`src/rtl/mcyc_ctrl_pkg.sv`:
```
package mcyc_ctrl_pkg;

    localparam int OPC_W = 6;

    localparam logic [OPC_W-1:0] OPC_LOAD   = 6'b100011;
    localparam logic [OPC_W-1:0] OPC_STORE  = 6'b101011;
    localparam logic [OPC_W-1:0] OPC_RTYPE  = 6'b000000;
    localparam logic [OPC_W-1:0] OPC_BRANCH = 6'b000100;

    typedef enum logic [3:0] {
        ST_FETCH     = 4'd0,
        ST_DECODE    = 4'd1,
        ST_MEM_ADDR  = 4'd2,
        ST_MEM_LOAD  = 4'd3,
        ST_MEM_STORE = 4'd4,
        ST_LOAD_WB   = 4'd5,
        ST_R_EXEC    = 4'd6,
        ST_R_DONE    = 4'd7,
        ST_BRANCH    = 4'd8
    } ctl_state_e;

    typedef enum logic [2:0] {
        KIND_NONE   = 3'd0,
        KIND_LOAD   = 3'd1,
        KIND_STORE  = 3'd2,
        KIND_RTYPE  = 3'd3,
        KIND_BRANCH = 3'd4
    } op_kind_e;

    typedef enum logic [1:0] {
        BSRC_REGB = 2'b00,
        BSRC_FOUR = 2'b01,
        BSRC_IMM  = 2'b10,
        BSRC_OFFS = 2'b11
    } bsrc_e;

    typedef enum logic [1:0] {
        ACLS_ADD  = 2'b00,
        ACLS_SUB  = 2'b01,
        ACLS_FUNC = 2'b10
    } acls_e;

    typedef struct packed {
        logic  mem_rd;
        logic  mem_wr;
        logic  addr_sel;
        logic  ir_wr;
        logic  a_sel;
        bsrc_e b_sel;
        acls_e alu_cls;
        logic  reg_wr;
        logic  dst_sel;
        logic  wdata_sel;
        logic  pc_wr;
        logic  pc_wr_cond;
        logic  pc_src;
    } ctl_word_t;

endpackage

```
`src/rtl/mcyc_op_decode.sv`:
```
module mcyc_op_decode
    import mcyc_ctrl_pkg::*;
(
    input  logic [OPC_W-1:0] opcode,
    output op_kind_e         kind
);

    always_comb begin
        unique case (opcode)
            OPC_LOAD:   kind = KIND_LOAD;
            OPC_STORE:  kind = KIND_STORE;
            OPC_RTYPE:  kind = KIND_RTYPE;
            OPC_BRANCH: kind = KIND_BRANCH;
            default:    kind = KIND_NONE;
        endcase
    end

endmodule

```
`src/rtl/mcyc_next_state.sv`:
```
module mcyc_next_state
    import mcyc_ctrl_pkg::*;
(
    input  ctl_state_e cur,
    input  op_kind_e   kind,
    output ctl_state_e nxt
);

    always_comb begin
        unique case (cur)
            ST_FETCH: nxt = ST_DECODE;
            ST_DECODE: begin
                unique case (kind)
                    KIND_LOAD, KIND_STORE: nxt = ST_MEM_ADDR;
                    KIND_RTYPE:            nxt = ST_R_EXEC;
                    KIND_BRANCH:           nxt = ST_BRANCH;
                    default:               nxt = ST_FETCH;
                endcase
            end
            ST_MEM_ADDR:  nxt = (kind == KIND_STORE) ? ST_MEM_STORE : ST_MEM_LOAD;
            ST_MEM_LOAD:  nxt = ST_LOAD_WB;
            ST_MEM_STORE: nxt = ST_FETCH;
            ST_LOAD_WB:   nxt = ST_FETCH;
            ST_R_EXEC:    nxt = ST_R_DONE;
            ST_R_DONE:    nxt = ST_FETCH;
            ST_BRANCH:    nxt = ST_FETCH;
            default:      nxt = ST_FETCH;
        endcase
    end

endmodule

```
`src/rtl/mcyc_out_decode.sv`:
```
module mcyc_out_decode
    import mcyc_ctrl_pkg::*;
(
    input  ctl_state_e cur,
    output ctl_word_t  cw
);

    always_comb begin
        cw = '0;
        unique case (cur)
            ST_FETCH: begin
                cw.mem_rd  = 1'b1;
                cw.ir_wr   = 1'b1;
                cw.b_sel   = BSRC_FOUR;
                cw.alu_cls = ACLS_ADD;
                cw.pc_wr   = 1'b1;
            end
            ST_DECODE: begin
                cw.b_sel   = BSRC_OFFS;
                cw.alu_cls = ACLS_ADD;
            end
            ST_MEM_ADDR: begin
                cw.a_sel   = 1'b1;
                cw.b_sel   = BSRC_IMM;
            end
            ST_MEM_LOAD: begin
                cw.a_sel    = 1'b1;
                cw.b_sel    = BSRC_IMM;
                cw.addr_sel = 1'b1;
                cw.mem_rd   = 1'b1;
            end
            ST_MEM_STORE: begin
                cw.a_sel    = 1'b1;
                cw.b_sel    = BSRC_IMM;
                cw.addr_sel = 1'b1;
                cw.mem_wr   = 1'b1;
            end
            ST_LOAD_WB: begin
                cw.a_sel     = 1'b1;
                cw.b_sel     = BSRC_IMM;
                cw.reg_wr    = 1'b1;
                cw.wdata_sel = 1'b1;
            end
            ST_R_EXEC: begin
                cw.a_sel   = 1'b1;
                cw.b_sel   = BSRC_REGB;
                cw.alu_cls = ACLS_FUNC;
            end
            ST_R_DONE: begin
                cw.a_sel   = 1'b1;
                cw.b_sel   = BSRC_REGB;
                cw.alu_cls = ACLS_FUNC;
                cw.reg_wr  = 1'b1;
                cw.dst_sel = 1'b1;
            end
            ST_BRANCH: begin
                cw.a_sel      = 1'b1;
                cw.b_sel      = BSRC_REGB;
                cw.alu_cls    = ACLS_SUB;
                cw.pc_wr_cond = 1'b1;
                cw.pc_src     = 1'b1;
            end
            default: cw = '0;
        endcase
    end

endmodule

```
`src/rtl/mcyc_ctrl.sv`:
```
module mcyc_ctrl
    import mcyc_ctrl_pkg::*;
(
    input  logic             clk,
    input  logic             rst,
    input  logic [OPC_W-1:0] opcode,
    input  logic             alu_zero,
    output logic             mem_rd,
    output logic             mem_wr,
    output logic             addr_sel,
    output logic             ir_wr,
    output logic             alu_a_sel,
    output logic [1:0]       alu_b_sel,
    output logic [1:0]       alu_cls,
    output logic             reg_wr,
    output logic             dst_sel,
    output logic             wdata_sel,
    output logic             pc_wr,
    output logic             pc_wr_cond,
    output logic             pc_src,
    output logic             pc_load
);

    ctl_state_e state_q;
    ctl_state_e state_d;
    op_kind_e   kind;
    ctl_word_t  cw;

    mcyc_op_decode u_opdec (
        .opcode (opcode),
        .kind   (kind)
    );

    mcyc_next_state u_next (
        .cur  (state_q),
        .kind (kind),
        .nxt  (state_d)
    );

    mcyc_out_decode u_outdec (
        .cur (state_q),
        .cw  (cw)
    );

    always_ff @(posedge clk) begin
        if (rst) state_q <= ST_FETCH;
        else     state_q <= state_d;
    end

    assign mem_rd     = cw.mem_rd;
    assign mem_wr     = cw.mem_wr;
    assign addr_sel   = cw.addr_sel;
    assign ir_wr      = cw.ir_wr;
    assign alu_a_sel  = cw.a_sel;
    assign alu_b_sel  = cw.b_sel;
    assign alu_cls    = cw.alu_cls;
    assign reg_wr     = cw.reg_wr;
    assign dst_sel    = cw.dst_sel;
    assign wdata_sel  = cw.wdata_sel;
    assign pc_wr      = cw.pc_wr;
    assign pc_wr_cond = cw.pc_wr_cond;
    assign pc_src     = cw.pc_src;
    assign pc_load    = cw.pc_wr | (cw.pc_wr_cond & alu_zero);

endmodule

```
`config.mk`:
```
export PLATFORM = sky130hd
export DESIGN_NAME = mcyc_ctrl
export DESIGN_NICKNAME = d
export VERILOG_FILES = /design/src/rtl/mcyc_ctrl_pkg.sv /design/src/rtl/mcyc_op_decode.sv /design/src/rtl/mcyc_next_state.sv /design/src/rtl/mcyc_out_decode.sv /design/src/rtl/mcyc_ctrl.sv
export SDC_FILE = /design/constraint.sdc
export NUM_CORES = 1
export LEC_CHECK = 0
export BUFFER_PORTS_ARGS = -buffer_cell sky130_fd_sc_hd__buf_2
export CORE_AREA = 2 2 39 41
export DETAILED_ROUTE_END_ITERATION = 10
export DIE_AREA = 0 0 41 43
export PLACE_DENSITY_LB_ADDON = 0.12
export SLEW_MARGIN = 5
export SYNTH_ARGS = -nofsm -noshare
export SYNTH_HDL_FRONTEND = slang
export SYNTH_HIERARCHICAL = 1
export SYNTH_SLANG_ARGS = --single-unit
```
`constraint.sdc`:
```
create_clock -name clk -period 5.15 [get_ports clk]
set_input_delay 0.7725 -clock clk [delete_from_list [all_inputs] [get_ports clk]]
set_output_delay 0.7725 -clock clk [all_outputs]
set_load 0.02 [all_outputs]
```
==> impl_metrics.ini <==
[grt]
grt_max_degree = 17
globalRoute.totalOverflow = 0
grt.total_usage_pct = 13.0
grt_pass1_wl_um = 1610
antenna_found_initial = 0
grt_pass1_vias = 418

[floorplan]
coreArea_mm2 = 0.00138
pin_count = 25
die-area_mm2 = 0.00176
dieHeight_um = 43
start_util_pct = 32.2
die_width_um = 41
rows = 14

[worst_setup_path]
slowest_delay_ns = 0.53
critPathKind = primary input to register
crit_chain = buf_2 > or4_4 > a211oi_1 > nor3b_1 > a22oi_1 > a32o_2 > nor2b_1
cp_top_family = simple AND/OR/NAND/NOR gates
startpoint_type = primary input
cp.arrival_ns = 2.57
cp_data_required_time_ns = 5.27
crit_slowest_cell = or4_4
cp.buffers_inverters = 1
crit_path_max_fanout = 4
end_kind = register

[pwr]
pwr_density_cell_mw_per_mm2 = 166
ir_worst_vdd_mv = 0.156
p_leak_nw = 0.274

[place]
place.gp.congestion = 0.731
port_buffers = 24
dp_hpwl_um = 770
place_area_um2 = 552

[timing]
holdWs_ns = 0.742
hold_viol = 0
relSlewSlack_pct = 71.5
worstMarginPinSlew_ns = 0.427
fmax_mhz = 409
fin_crit_ns = 2.44
finalMaxSlewViolations = 0
fin_crit_sh_pct = 47.5
fin_skew_ns = 0.00314
rsz0062_at_grt = no
tns_ns = 0
final-setup-viol-count = 0

[detailed_routing]
drtIter0Drc = 8
wl_per_cell_um = 10.2
vias = 515
vias_per_cell = 5.26
first_pass_iters = 4
ant_nets = 0
drcViolationCount = 0
wirelength_um = 1000

[worst_hold_path]
hold_path.class = register to register

[synthesis]
synth-edff-count = 0
yosysTopAreaCell = dfxtp_1
ys.flop_type = dfxtp_1
yosysTopAreaCellShare_pct = 18.0
syn_avg_cell_area_um2 = 7.55
netlist_area_um2 = 445
synth_most_common_cell = nor2b_1
async_reset_ff_share_pct = 0
synth_cell_type_count = 31
ys_seq_area_share_pct = 18.0
synth_cells = 59
syn-num-nets = 68
yosys_register_bits = 4
yosysWarnings = 6
synth.top_cells.by_count = nor2b_1, a21oi_1, dfxtp_1, nor2_1
netlist_top_cells_area = dfxtp_1, nor2b_1, buf_4

[outcome]
status = finished clean

[clock_network]
cts_sinks = 4
htree_levels = 1
cts_root_buffer = clkbuf_4
cts_buffer_depth = 2
cts_setup_buffers = 0
cts_resized = 0
cts_buffers = 3
clk_pin_slew_ns = 0.04
cts_tree = yes
holdBufCountCts = 0
clock_latency_ns = 0.23

[final_layout]
final_area_um2 = 574
diodes = 0
top_register = state_q
area_growth_pct = 28.9
largest_reg_flops = 4
largestRegisters = state_q: 4 flops
drive_above_1_share_pct = 39.0
finalNetCount = 93
fin_util_pct = 41.5

[run]
max_cap_viol_count = 0
[worst register-to-register path, cell delays in order (launching register included)]
cell,delay (ns)
dfxtp_1,0.57
or4b_1,0.51
a22oi_1,0.20
a32o_2,0.13
nor2b_1,0.11
[per-layer routing]
| metal | global-route usage [%] | routed length, um |
|---|---|---|
| met5 | 0 | 0 |
| met4 | 0 | 0 |
| met3 | 6.28 | 95 |
| met2 | 22.2 | 447 |
| met1 | 14.8 | 460 |
[power by group]
| part | switching (W) | internal, W |
|---|---|---|
| combinational | 0.0000132 | 0.0000101 |
| sequential | 0.00000208 | 0.0000319 |
| clock | 0.0000120 | 0.0000260 |
[placed cells by master (no fill, tap or decap)]
cell / netlist / layout
a2111oi_2: 1 / 1
a211oi_1: 2 / 2
a21o_1: 1 / 1
a21oi_1: 4 / 4
a22oi_1: 1 / 1
a311oi_1: 1 / 1
a32o_2: 1 / 1
and2_1: 3 / 3
and3_1: 1 / 1
and3b_1: 1 / 1
buf_2: 0 / 24
clkbuf_4: 0 / 3
dfxtp_1: 4 / 4
inv_1: 3 / 3
nand2_1: 2 / 2
nand2b_1: 1 / 1
nand3_1: 1 / 1
nand4_1: 1 / 1
nor2_1: 4 / 4
nor2b_1: 6 / 6
nor3_1: 2 / 2
nor3b_1: 3 / 3
o211ai_1: 2 / 2
o21ai_0: 2 / 2
o22ai_1: 1 / 1
or2_1: 1 / 1
or2_2: 1 / 1
or3_1: 2 / 2
or4_4: 1 / 1
or4b_1: 1 / 1
or4b_4: 1 / 1
[metrics by stage]
step / worst slack (ns) / std cells / total power [W]
final: 2.71 / 98 / 0.0000952
after global routing: 2.51 / 98 / 0.000104
after CTS: 2.69 / 98 / 0.0000983
after detailed placement: 2.45 / 95 / 0.0000578
after global placement: 2.49 / 95 / 0.0000577
after floorplan: 2.73 / 59 / 0.0000491
[cell families (layout without fill, tap and decap cells)]
logic type / count (synthesis) / in the layout / synth area share (%)
and+or+nand+nor: 32 / 32 / 45.8
AOI/OAI and AO/OA: 16 / 16 / 26.1
buffers and inverters: 7 / 30 / 10.1
DFF: 4 / 4 / 18.0
[layout make-up]
| class | count | area (um^2) |
|---|---|---|
| Sequential cell | 4 | 80.1 |
| Multi-Input combinational cell | 48 | 320 |
| Fill cell | 146 | 810 |
| Inverter | 3 | 11.3 |
| Clock buffer | 3 | 22.5 |
| Timing Repair Buffer | 24 | 120 |
| Tap cell | 16 | 20.0 |
[final timing paths]
check        startpoint         end  slack, ns  cells after the start
min          state_q[3]  state_q[2]       0.74                      2
max           opcode[0]  state_q[1]       2.71                      7
min reg2reg  state_q[3]  state_q[2]       0.74                      2
max reg2reg  state_q[1]  state_q[1]       3.57                      4
No activity file was read; power rests on OpenSTA's default activity.
